**src/rtl/pic_pair_pkg.sv**
```systemverilog
package pic_pair_pkg;
  localparam int unsigned CTL_LINES = 8;
  localparam int unsigned CTL_LW    = $clog2(CTL_LINES);

  // priority rank: 0 = highest, CTL_LINES = nothing found
  typedef logic [CTL_LW:0] prio_t;

  function automatic prio_t find_prio(input logic [CTL_LINES-1:0] m,
                                      input logic [CTL_LW-1:0] rot);
    prio_t p;
    p = prio_t'(CTL_LINES);
    for (int k = CTL_LINES - 1; k >= 0; k--) begin
      if (m[(k + int'(rot)) % CTL_LINES]) p = prio_t'(k);
    end
    return p;
  endfunction
endpackage

```
**src/rtl/pic_pair_ctl.sv**
```systemverilog
module pic_pair_ctl
  import pic_pair_pkg::*;
#(
  parameter logic [CTL_LINES-1:0] TRIG_MASK = '1
) (
  input  logic                 clk,
  input  logic                 rst,
  input  logic [CTL_LINES-1:0] lines_i,
  input  logic [CTL_LINES-1:0] pulse_i,
  input  logic [CTL_LINES-1:0] imr_i,
  input  logic [CTL_LINES-1:0] trig_i,
  input  logic                 aeoi_i,
  input  logic                 rot_aeoi_i,
  input  logic                 eoi_i,
  input  logic                 ack_i,
  output logic                 win_valid_o,
  output logic [CTL_LW-1:0]    win_line_o
);
  logic [CTL_LINES-1:0] irr_q, isr_q, prev_q;
  logic [CTL_LW-1:0]    rot_q;
  prio_t                req_p, svc_p;
  logic [CTL_LINES-1:0] trig_eff, ack_oh, eoi_oh, irr_n, isr_n;
  logic [CTL_LW-1:0]    svc_line;

  always_comb begin
    req_p       = find_prio(irr_q & ~imr_i, rot_q);
    svc_p       = find_prio(isr_q, rot_q);
    win_valid_o = (req_p < svc_p);
    win_line_o  = req_p[CTL_LW-1:0] + rot_q;
    svc_line    = svc_p[CTL_LW-1:0] + rot_q;
    trig_eff    = trig_i & TRIG_MASK;
    ack_oh      = ack_i ? (CTL_LINES'(1) << win_line_o) : '0;
    eoi_oh      = (eoi_i && !svc_p[CTL_LW]) ? (CTL_LINES'(1) << svc_line) : '0;
    irr_n       = (trig_eff & lines_i)
                | (~trig_eff & ((irr_q & ~ack_oh) | (lines_i & ~prev_q)))
                | pulse_i;
    isr_n       = (isr_q & ~eoi_oh) | (aeoi_i ? '0 : ack_oh);
  end

  always_ff @(posedge clk) begin
    if (rst) begin
      irr_q  <= '0;
      isr_q  <= '0;
      prev_q <= '0;
      rot_q  <= '0;
    end else begin
      irr_q  <= irr_n;
      isr_q  <= isr_n;
      prev_q <= lines_i;
      if (ack_i && aeoi_i && rot_aeoi_i) rot_q <= win_line_o + CTL_LW'(1);
    end
  end
endmodule

```
**src/rtl/pic_pair.sv**
```systemverilog
module pic_pair
  import pic_pair_pkg::*;
#(
  parameter int unsigned            VEC_W       = 8,
  parameter int unsigned            CASCADE     = 2,
  parameter logic [CTL_LINES-1:0]   M_TRIG_MASK = 8'hF8,
  parameter logic [CTL_LINES-1:0]   S_TRIG_MASK = 8'hDE,
  localparam int unsigned           NUM         = 2 * CTL_LINES,
  localparam int unsigned           BASE_W      = VEC_W - CTL_LW
) (
  input  logic              clk,
  input  logic              rst,
  input  logic [NUM-1:0]    irq_i,
  input  logic [NUM-1:0]    imr_i,
  input  logic [NUM-1:0]    trig_i,
  input  logic [BASE_W-1:0] base_m_i,
  input  logic [BASE_W-1:0] base_s_i,
  input  logic [1:0]        aeoi_i,
  input  logic [1:0]        rot_aeoi_i,
  input  logic [1:0]        eoi_i,
  input  logic              inta_i,
  output logic              cpu_int_o,
  output logic              vec_valid_o,
  output logic [VEC_W-1:0]  vec_o,
  output logic [CTL_LW:0]   vec_line_o
);
  localparam logic [CTL_LINES-1:0] CAS_BIT = CTL_LINES'(1) << CASCADE;

  logic                 m_valid, s_valid, m_ack, s_ack, m_is_cas;
  logic [CTL_LW-1:0]    m_line, s_line, s_sel;
  logic [CTL_LINES-1:0] m_lines, m_pulse;

  always_comb begin
    m_lines  = irq_i[CTL_LINES-1:0] & ~CAS_BIT;
    m_is_cas = (m_line == CTL_LW'(CASCADE));
    m_ack    = inta_i && m_valid;
    s_ack    = m_ack && m_is_cas && s_valid;
    m_pulse  = (s_valid && !s_ack) ? CAS_BIT : '0;
    s_sel    = s_valid ? s_line : '1;
  end

  pic_pair_ctl #(.TRIG_MASK(M_TRIG_MASK)) u_m (
    .clk(clk), .rst(rst), .lines_i(m_lines), .pulse_i(m_pulse),
    .imr_i(imr_i[CTL_LINES-1:0]), .trig_i(trig_i[CTL_LINES-1:0]),
    .aeoi_i(aeoi_i[0]), .rot_aeoi_i(rot_aeoi_i[0]), .eoi_i(eoi_i[0]),
    .ack_i(m_ack), .win_valid_o(m_valid), .win_line_o(m_line)
  );

  pic_pair_ctl #(.TRIG_MASK(S_TRIG_MASK)) u_s (
    .clk(clk), .rst(rst), .lines_i(irq_i[NUM-1:CTL_LINES]), .pulse_i('0),
    .imr_i(imr_i[NUM-1:CTL_LINES]), .trig_i(trig_i[NUM-1:CTL_LINES]),
    .aeoi_i(aeoi_i[1]), .rot_aeoi_i(rot_aeoi_i[1]), .eoi_i(eoi_i[1]),
    .ack_i(s_ack), .win_valid_o(s_valid), .win_line_o(s_line)
  );

  always_ff @(posedge clk) begin
    if (rst) begin
      cpu_int_o   <= 1'b0;
      vec_valid_o <= 1'b0;
      vec_o       <= '0;
      vec_line_o  <= '0;
    end else begin
      cpu_int_o   <= m_valid;
      vec_valid_o <= inta_i;
      if (inta_i) begin
        if (!m_valid) begin
          vec_o      <= {base_m_i, {CTL_LW{1'b1}}};
          vec_line_o <= {1'b0, {CTL_LW{1'b1}}};
        end else if (m_is_cas) begin
          vec_o      <= {base_s_i, s_sel};
          vec_line_o <= {1'b1, s_sel};
        end else begin
          vec_o      <= {base_m_i, m_line};
          vec_line_o <= {1'b0, m_line};
        end
      end
    end
  end
endmodule

```
**config.mk**
```make
export PLATFORM = sky130hd
export DESIGN_NAME = pic_pair
export DESIGN_NICKNAME = d
export VERILOG_FILES = /design/src/rtl/pic_pair_pkg.sv /design/src/rtl/pic_pair_ctl.sv /design/src/rtl/pic_pair.sv
export SDC_FILE = /design/constraint.sdc
export NUM_CORES = 1
export LEC_CHECK = 0
export ABC_AREA = 1
export BUFFER_PORTS_ARGS = -buffer_cell sky130_fd_sc_hd__clkbuf_2
export CORE_MARGIN = 1
export CORE_UTILIZATION = 55
export CTS_CLUSTER_DIAMETER = 100
export CTS_CLUSTER_SIZE = 14
export DETAILED_ROUTE_END_ITERATION = 10
export HOLD_SLACK_MARGIN = 0.1
export MAX_ROUTING_LAYER = met4
export PLACE_DENSITY = 0.78
export REMOVE_ABC_BUFFERS = 1
export SLEW_MARGIN = 20
export SYNTH_ARGS = -nofsm -noshare
export SYNTH_HDL_FRONTEND = slang
export SYNTH_HIERARCHICAL = 1
export SYNTH_SLANG_ARGS = --single-unit
```
**constraint.sdc**
```tcl
create_clock -name clk -period 13.05 [get_ports clk]
set_clock_uncertainty 0.2 [all_clocks]
set_input_delay 0 -clock clk [delete_from_list [all_inputs] [get_ports clk]]
set_output_delay 0 -clock clk [all_outputs]
set_load 0.05 [all_outputs]
```
==> results of run 1 <==
==> stage by stage <==
| stage | setup slack (ns) | hold WS (ns) | instances | utilization |
|---|---|---|---|---|
| 3_3_place_gp | 7.33 | 0.00990 | 1014 | 0.610 |
| 3_5_place_dp | 7.18 | 0.0152 | 1014 | 0.610 |
| 2_1_floorplan | 8.34 | -0.138 | 810 | - |
| 5_1_grt | 5.89 | 0.319 | 1105 | 0.715 |
| 4_1_cts | 6.74 | 0.291 | 1105 | 0.715 |
| 6_report | 6.37 | 0.299 | 1105 | 0.715 |
==> final cells by class <==
class                      instances  area (um^2)
multi-input combinational        624         3350
fill                             745         2650
sequential                        65         1300
timing repair buffer             150         1130
inverter                         121          467
tap                              129          161
clock buffer                       9          124
clock inverter                     7          103
==> flip-flops by register name (all words and copies together) (netlist names), 3 cells and up <==
register	cells
u_m/irr_q	8
u_s/prev_q	8
u_m/prev_q	8
u_m/isr_q	8
u_s/rot_q	3
u_s/irr_q	8
u_s/isr_q	8
vec_o	8
u_m/rot_q	3
==> what timing repair did <==
action / CTS / global route
endpoints found under the hold margin: 64 / 0
buffers inserted: 0 / 0
hold buffers: 75 / 0
==> critical path: stages, from the launching register on <==
cell and delay (ns):
dfxtp_1 0.86, inv_4 0.22, ha_1 0.49, inv_1 0.25, nand3_1 0.15, nand3_1 0.09, nand2_1 0.12, a21oi_2 0.17
nand2_2 0.08, nor3_1 0.24, ha_1 0.31, a21o_1 0.18, a21oi_1 0.84, nand2_1 0.19, inv_2 0.26, nand2_2 0.11
nor2_1 0.67, nand3_1 0.17, dlygate4sd3_1 0.69, o21ai_0 0.19, a21oi_1 0.07
==> how the worst max path moves through the flow <==
stage	slack [ns]	startpoint	endpoint
5_1_grt	5.89	u_m/rot_q[0]$_SDFFE_PP0P_	u_s/rot_q[0]$_SDFFE_PP0P_
3_5_place_dp	7.18	u_m/rot_q[0]$_SDFFE_PP0P_	u_s/rot_q[0]$_SDFFE_PP0P_
6_report	6.37	u_m/rot_q[0]$_SDFFE_PP0P_	u_s/rot_q[2]$_SDFFE_PP0P_
4_1_cts	6.74	u_m/rot_q[0]$_SDFFE_PP0P_	u_s/rot_q[0]$_SDFFE_PP0P_
3_3_place_gp	7.33	u_m/rot_q[0]$_SDFFE_PP0P_	u_s/rot_q[2]$_SDFFE_PP0P_
2_1_floorplan	8.34	u_m/rot_q[0]$_SDFFE_PP0P_	u_s/rot_q[1]$_SDFFE_PP0P_
==> cell families after synthesis <==
logic type	share of synthesized area
xor+xnor	0.0353
fa+ha+maj	0.0721
simple gates	0.403
flops	0.247
compound gates	0.115
buf+inv	0.128
other cells	0.000711
==> cells in the mapped netlist (all sizes together) (5+ instances only) <==
master	n	area share
nor2	57	0.046
inv	120	0.087
ha	24	0.057
dfxtp	65	0.25
a21oi	55	0.057
o21ai	31	0.030
nand2	247	0.19
o21bai	7	0.010
nand3	132	0.13
buf	22	0.037
xnor2	6	0.023
xor2	5	0.012
nand4	19	0.023
==> metal layers <==
layer	vias to the layer above	routed length, um	global-route usage
li1	2934	-	-
met1	2688	6650	0.398
met2	253	7510	0.571
met3	44	906	0.0425
met4	0	465	0.154
met5	-	0	-
==> metrics.txt, run 1 <==
number of enable flip-flop cells after synthesis 0; RSZ-0062 raised after global routing no; r2r startpoint u_m/rot_q[0]$_SDFFE_PP0P_; most frequent cells in the layout 227 x nand2_1, 127 x nand3_1, 102 x inv_1; WHS Endpoint vec_line_o[3]$_SDFFE_PP0P_; vias in the first global route 5794; hold path cells 2; detailed-router iteration count before antenna repair 6; final WL 15500 um; Root Buffer clkbuf_8; DR iter-0 viols 524; routed via count 5919; # resized after CTS 0; status finished, final reports clean; Yosys warning total 6; H-tree Lvls 3; WP data required 13.08 ns; # Max-Cap Violations 0; Finished Cell Area ~6600 um^2; largest fanout on the critical path 20; die area 9990 um^2; Tcrit/Tclk final 0.512; # IOs 81; critical path class flop to flop; synthesized area between 5000 and 6000 um^2; clk sinks 65; Fin. Hold Viols 0; placed cell areas ~5700 um^2; wire length of the first global-routing pass 25900 um; drt wl/cell roughly 14 um; Hold Path Class flop to flop; Num CTS Buffers 9; most common cell after layout, fill and taps aside nand2_1; Netlist cell types 48; #FFs+latches synth 65; row count 35; synthesis-to-finish area growth 25.9%; Max Clk Rate 150 MHz; final slew viol count 0; relative slew slack 0.259; Core Area 9280 um^2; HPWL Detailed 10200 um; FF-to-FF setup slack 6.37 ns; total gr overflow 0; largest net degree at the start of global routing 58; Worst Hold Launch vec_line_o[3]$_SDFFE_PP0P_; Antenna Nets Post-Route 0; Worst Tran Pin Value 1.11 ns; element type at the critical path start flop; Post-synth ARST share 0; initial core utilization 0.568; drt drc 0; GR Util All Layers 0.337; Top FF cell, synth dfxtp_1; # diodes 0; crit end category flop; Clock Pin Slew Worst Setup and Hold Paths roughly 0.08 ns; Reg2Reg Capture Point u_s/rot_q[2]$_SDFFE_PP0P_; CTS max path bufs 2; Placer Congestion 0.897; CTS tree done; Buffers on Ports 74; clk_lat worst skew 0.35 ns; post-synthesis sequential area ratio 0.247; Die X ~100 um; Setup TNS Final 0 ns; vias per inst 5.36; crit path DAT around 6.7 ns; R2R depth 20; Avg Inst Size Synth approximately 6.4 um^2; layout cells sized above 1 0.165; endpoints failing setup 0; cell count after synthesis 821; min Tclk post-route 6.68 ns; Final nets 1066; Die Height 99.9 um; initial antenna violation count 0
Power of run 1 is left out: the tool's default activity adds up to more than one toggle a clock period on the data nets, which glitch-free logic cannot reach.
==> run 2: changes to the inputs <==
--- a/config.mk
+++ b/config.mk
@@ -8,7 +8,7 @@
 export ABC_AREA = 1
 export BUFFER_PORTS_ARGS = -buffer_cell sky130_fd_sc_hd__clkbuf_2
 export CORE_MARGIN = 1
-export CORE_UTILIZATION = 55
+export CORE_UTILIZATION = 53
 export CTS_CLUSTER_DIAMETER = 100
 export CTS_CLUSTER_SIZE = 14
 export DETAILED_ROUTE_END_ITERATION = 10
==> constraint.sdc (replaced) <==
create_clock -name clk -period 5.6 [get_ports clk]
set_clock_uncertainty 0.2 [all_clocks]
set_input_delay 0 -clock clk [delete_from_list [all_inputs] [get_ports clk]]
set_output_delay 0 -clock clk [all_outputs]
set_load 0.05 [all_outputs]
==> metrics.txt, run 2 (synthesis results as in run 1) <==
status finished, final reports clean; r2r startpoint u_s/rot_q[0]$_SDFFE_PP0P_; Antenna Nets Post-Route 0; routed via count roughly 5800; crit-path cells inv_4, ha_1, inv_1, nand3_1, nand3_1, o21a_1, nand2_1, nor2_2, nand3b_1, ha_1, a21o_1, a21oi_1, inv_2, nor2_2, buf_4, nand2_1, nor2_1, nand2_1, a21oi_1, dlygate4sd3_1; total gr overflow 0; crit end category flop; synthesis-to-finish area growth 26.3%; WP data required 5.70 ns; CTS max path bufs 2; Core Area 9730 um^2; Setup TNS Final 0 ns; H-tree Lvls 3; Final nets around 1100; Buf/Inv on CP 5; GR Util All Layers 0.312; initial antenna violation count 0; Worst Hold Launch vec_line_o[3]$_SDFFE_PP0P_; RSZ-0062 raised after global routing no; largest net degree at the start of global routing 58; Hold Path Class flop to flop; drt wl/cell 13.0 um; # diodes 0; drt drc 0; Buffers on Ports 74; Multi-input gate area about 3400 um^2; # Max-Cap Violations 0; final WL 14500 um; Die Height a little over 100 um; endpoints failing setup 0; FF-to-FF setup slack 0.42 ns; Fin. Hold Viols 0; largest fanout on the critical path 20; CP max stage delay roughly 0.83 ns; Root Buffer clkbuf_8; # IOs around 80; clk sinks 65; Die X 102 um; initial core utilization 0.542; most frequent cells in the layout 227 x nand2_1, 127 x nand3_1, 102 x inv_1; clk_lat worst skew 0.36 ns; Crit path depth 20; CP delay by family, top buffers and inverters; Clock Pin Slew Worst Setup and Hold Paths about 0.08 ns; CTS tree done; most common cell after layout, fill and taps aside nand2_1; Worst Tran Pin Value 0.807 ns; # fillers 852; DR iter-0 viols 279; row count 36; die area around 10000 um^2; vias per inst 5.16; Num CTS Buffers 9; detailed-router iteration count before antenna repair 5; CP max-delay cell dfxtp_1; WHS Endpoint vec_line_o[3]$_SDFFE_PP0P_; R2R depth 20; min Tclk post-route about 5.2 ns; wire length of the first global-routing pass 24500 um; final slew viol count 0; HPWL Detailed 9770 um; hold path cells 2; Reg2Reg Capture Point u_s/isr_q[4]$_SDFF_PP0_; layout cells sized above 1 0.169; relative slew slack 0.461; Placer Congestion between 0.8 and 0.9; cell mode on critical path nand2_1; element type at the critical path start flop; vias in the first global route 5423; critical path class flop to flop; Tcrit/Tclk final 0.924; crit path DAT between 5 and 6 ns; Max Clk Rate 193 MHz; Seq. cell area 1300 um^2
==> run 2: cell types whose count changed in the layout (fill, tap and decap cells not counted) <==
cell | before | now
clkinv_2 | 0 | 1
nor2_2 | 3 | 4
dlygate4sd3_1 | 75 | 76
buf_4 | 1 | 5
clkinv_4 | 3 | 1
nor2_1 | 52 | 51
inv_6 | 2 | 3
clkinvlp_4 | 1 | 2
bufinv_16 | 2 | 1
==> run 2: final cells by class <==
cell class,instances,share of cell area
multi-input combinational,624,0.504
sequential,65,0.195
timing repair buffer,155,0.175
inverter,121,0.0701
tap,133,0.0250
clock buffer,9,0.0186
clock inverter,7,0.0115
==> run 2: worst max-delay path by stage <==
stage | from | to | slack [ns]
after CTS | u_s/rot_q[0]$_SDFFE_PP0P_ | u_s/irr_q[4]$_SDFF_PP0_ | 0.45
final | u_s/rot_q[0]$_SDFFE_PP0P_ | u_s/isr_q[4]$_SDFF_PP0_ | 0.42
after floorplan | u_m/rot_q[0]$_SDFFE_PP0P_ | u_s/rot_q[1]$_SDFFE_PP0P_ | 0.89
after detailed placement | u_s/rot_q[0]$_SDFFE_PP0P_ | u_s/isr_q[5]$_SDFF_PP0_ | 1.01
after global placement | u_s/rot_q[0]$_SDFFE_PP0P_ | u_s/irr_q[7]$_SDFF_PP0_ | 1.11
after global routing | u_m/rot_q[0]$_SDFFE_PP0P_ | u_s/isr_q[4]$_SDFF_PP0_ | 0.02
==> run 2: worst reg2reg max path: cells and delay by family (launching register included) <==
family / cells / cell delay (ns)
buffers and inverters: 5 / 1.34
AND/OR/NAND/NOR: 9 / 1.21
adder cells (fa/ha/maj): 2 / 0.86
flip-flops: 1 / 0.83
AO/OA/AOI/OAI: 4 / 0.67
==> run 2: metrics by stage <==
step / instances / hold slack [ns] / worst slack, ns / utilization / instance area [um^2]
after floorplan: 810 / -0.138 / 0.893 / - / 5120
after global placement: 1022 / 0.0118 / 1.11 / 0.586 / 5700
after CTS: 1114 / 0.288 / 0.447 / 0.684 / 6660
final: 1114 / 0.292 / 0.425 / 0.685 / 6660
after global routing: 1114 / 0.308 / 0.0151 / 0.685 / 6660
after detailed placement: 1022 / 0.0144 / 1.01 / 0.586 / 5700
==> run 2: layer usage <==
metal / vias to the layer above / GRT usage / wire length [um]
li1: 2939 / - / -
met1: 2571 / 0.402 / 6680
met2: 213 / 0.497 / 6700
met3: 29 / 0.0607 / 863
met4: 0 / 0.0803 / 252
met5: - / - / 0
==> run 2: what timing repair did <==
action,4_1_cts,5_1_grt
resized for setup,0,1
hold buffers,76,0
setup buffers,0,0
setup endpoints to repair,0,3
endpoints found under the hold margin,64,0
Power of run 2 is left out for the same reason.
==> run 3: changes to the inputs <==
--- a/config.mk
+++ b/config.mk
@@ -15,6 +15,7 @@
 export HOLD_SLACK_MARGIN = 0.1
 export MAX_ROUTING_LAYER = met4
 export PLACE_DENSITY = 0.78
+export RECOVER_POWER = 100
 export REMOVE_ABC_BUFFERS = 1
 export SLEW_MARGIN = 20
 export SYNTH_ARGS = -nofsm -noshare
==> metrics.txt, run 3 (synthesis results as in run 1) <==
layout cells sized above 1 0.149; element type at the critical path start flop; clk_lat worst skew 0.35 ns; most common cell after layout, fill and taps aside nand2_1; Setup WS post-layout 0.403 ns; RSZ-0062 raised after global routing no; Placer Congestion 0.899; wire length of the first global-routing pass 24500 um; final slew viol count 0; drt drc 0; Setup TNS Final 0 ns; routed via count roughly 5700; vias per inst 5.11; # Max-Cap Violations 0; Fin. Hold Viols 0; initial antenna violation count 0; detailed-router iteration count before antenna repair 5; dpl cells 1022; most frequent cells in the layout 228 x nand2_1, 127 x nand3_1, 103 x inv_1; Root Buffer clkbuf_8; Core Area just under 10000 um^2; Final nets about 1100; Die X 102 um; DR iter-0 viols between 300 and 400; synthesis-to-finish area growth 25.6%; Buffers on Ports 74; Final Non-Filler Cells ~1100; die area 10400 um^2; CTS tree done; critical path class flop to flop; HPWL Detailed 9770 um; relative slew slack 0.466; initial core utilization 0.542; largest fanout on the critical path 20; CTS max path bufs 2; Num CTS Buffers 9; final WL 14400 um; status finished, final reports clean; drt wl/cell 13.0 um; Tcrit/Tclk final 0.928; # IOs 81; crit path DAT 5.30 ns; crit end category flop; clk sinks 65; Clock Pin Slew Worst Setup and Hold Paths 0.08 ns; Antenna Nets Post-Route 0; H-tree Lvls 3; total gr overflow 0; Place WS 1.01 ns; min Tclk post-route 5.20 ns; WP data required 5.70 ns; vias in the first global route 5423; endpoints failing setup 0; Max Clk Rate slightly below 200 MHz; Post-CTS Setup Inserts 0; Worst Tran Pin Value 0.800 ns; row count 36; Hold Path Class flop to flop; largest net degree at the start of global routing between 50 and 60; GR Util All Layers 0.312; Die Height roughly 100 um; # diodes 0
-- run 3: changes by cell type in the layout (fill, tap and decap cells not counted), moves of 2 or more --
cell and delta:
o21ai_0 +2, a21oi_2 -2, a21oi_1 +2, clkbuf_2 -14, clkbuf_1 +15, o21ai_1 -2
-- run 3: through the flow --
stage / area [um^2] / hold WS [ns] / utilization
2_1_floorplan: 5120 / -0.138 / -
3_3_place_gp: 5700 / 0.0118 / 0.586
3_5_place_dp: 5700 / 0.0144 / 0.586
4_1_cts: 6660 / 0.288 / 0.684
5_1_grt: 6630 / 0.307 / 0.681
6_report: 6630 / 0.292 / 0.681
-- run 3: final timing paths --
kind                               from                    endpoint  slack, ns  cells after the start
max           u_s/rot_q[0]$_SDFFE_PP0P_     u_s/isr_q[4]$_SDFF_PP0_       0.40                     20
min          vec_line_o[3]$_SDFFE_PP0P_  vec_line_o[3]$_SDFFE_PP0P_       0.29                      2
max reg2reg   u_s/rot_q[0]$_SDFFE_PP0P_     u_s/isr_q[4]$_SDFF_PP0_       0.40                     20
min reg2reg  vec_line_o[3]$_SDFFE_PP0P_  vec_line_o[3]$_SDFFE_PP0P_       0.29                      2
-- run 3: final cells by class --
| cell class | count | area, um^2 |
|---|---|---|
| flip-flops and latches | 65 | 1300 |
| multi-input cells | 624 | 3340 |
| clock inverters | 7 | 76.3 |
| inverters | 121 | 467 |
| repair buffers | 155 | 1150 |
| well taps | 133 | 166 |
| fillers | 864 | 3100 |
| clock buffers | 9 | 124 |
-- run 3: repair_timing --
action,4_1_cts,5_1_grt
hold buffers,76,0
gates resized for setup,0,1
hold endpoints to repair,64,0
endpoints found under the setup margin,0,3
-- run 3: per-layer routing --
layer / track usage / up-vias / share of wire
met4: 0.0803 / 0 / 0.017
met3: 0.0607 / 27 / 0.058
li1: - / 2936 / -
met2: 0.497 / 186 / 0.47
met5: - / - / 0
met1: 0.402 / 2545 / 0.46
-- run 3: worst max-delay path: stages, from the launching register on --
cell	delay (ns)
dfxtp_1	0.83
inv_4	0.22
ha_1	0.47
inv_1	0.25
nand3_1	0.14
nand3_1	0.10
o21a_1	0.18
nand2_1	0.08
nor2_2	0.12
nand3b_1	0.21
ha_1	0.38
a21o_1	0.18
a21oi_1	0.17
inv_2	0.09
nor2_2	0.23
buf_4	0.22
nand2_1	0.10
nor2_1	0.16
nand2_1	0.08
a21oi_1	0.14
dlygate4sd3_1	0.56
Power of run 3 is left out for the same reason.
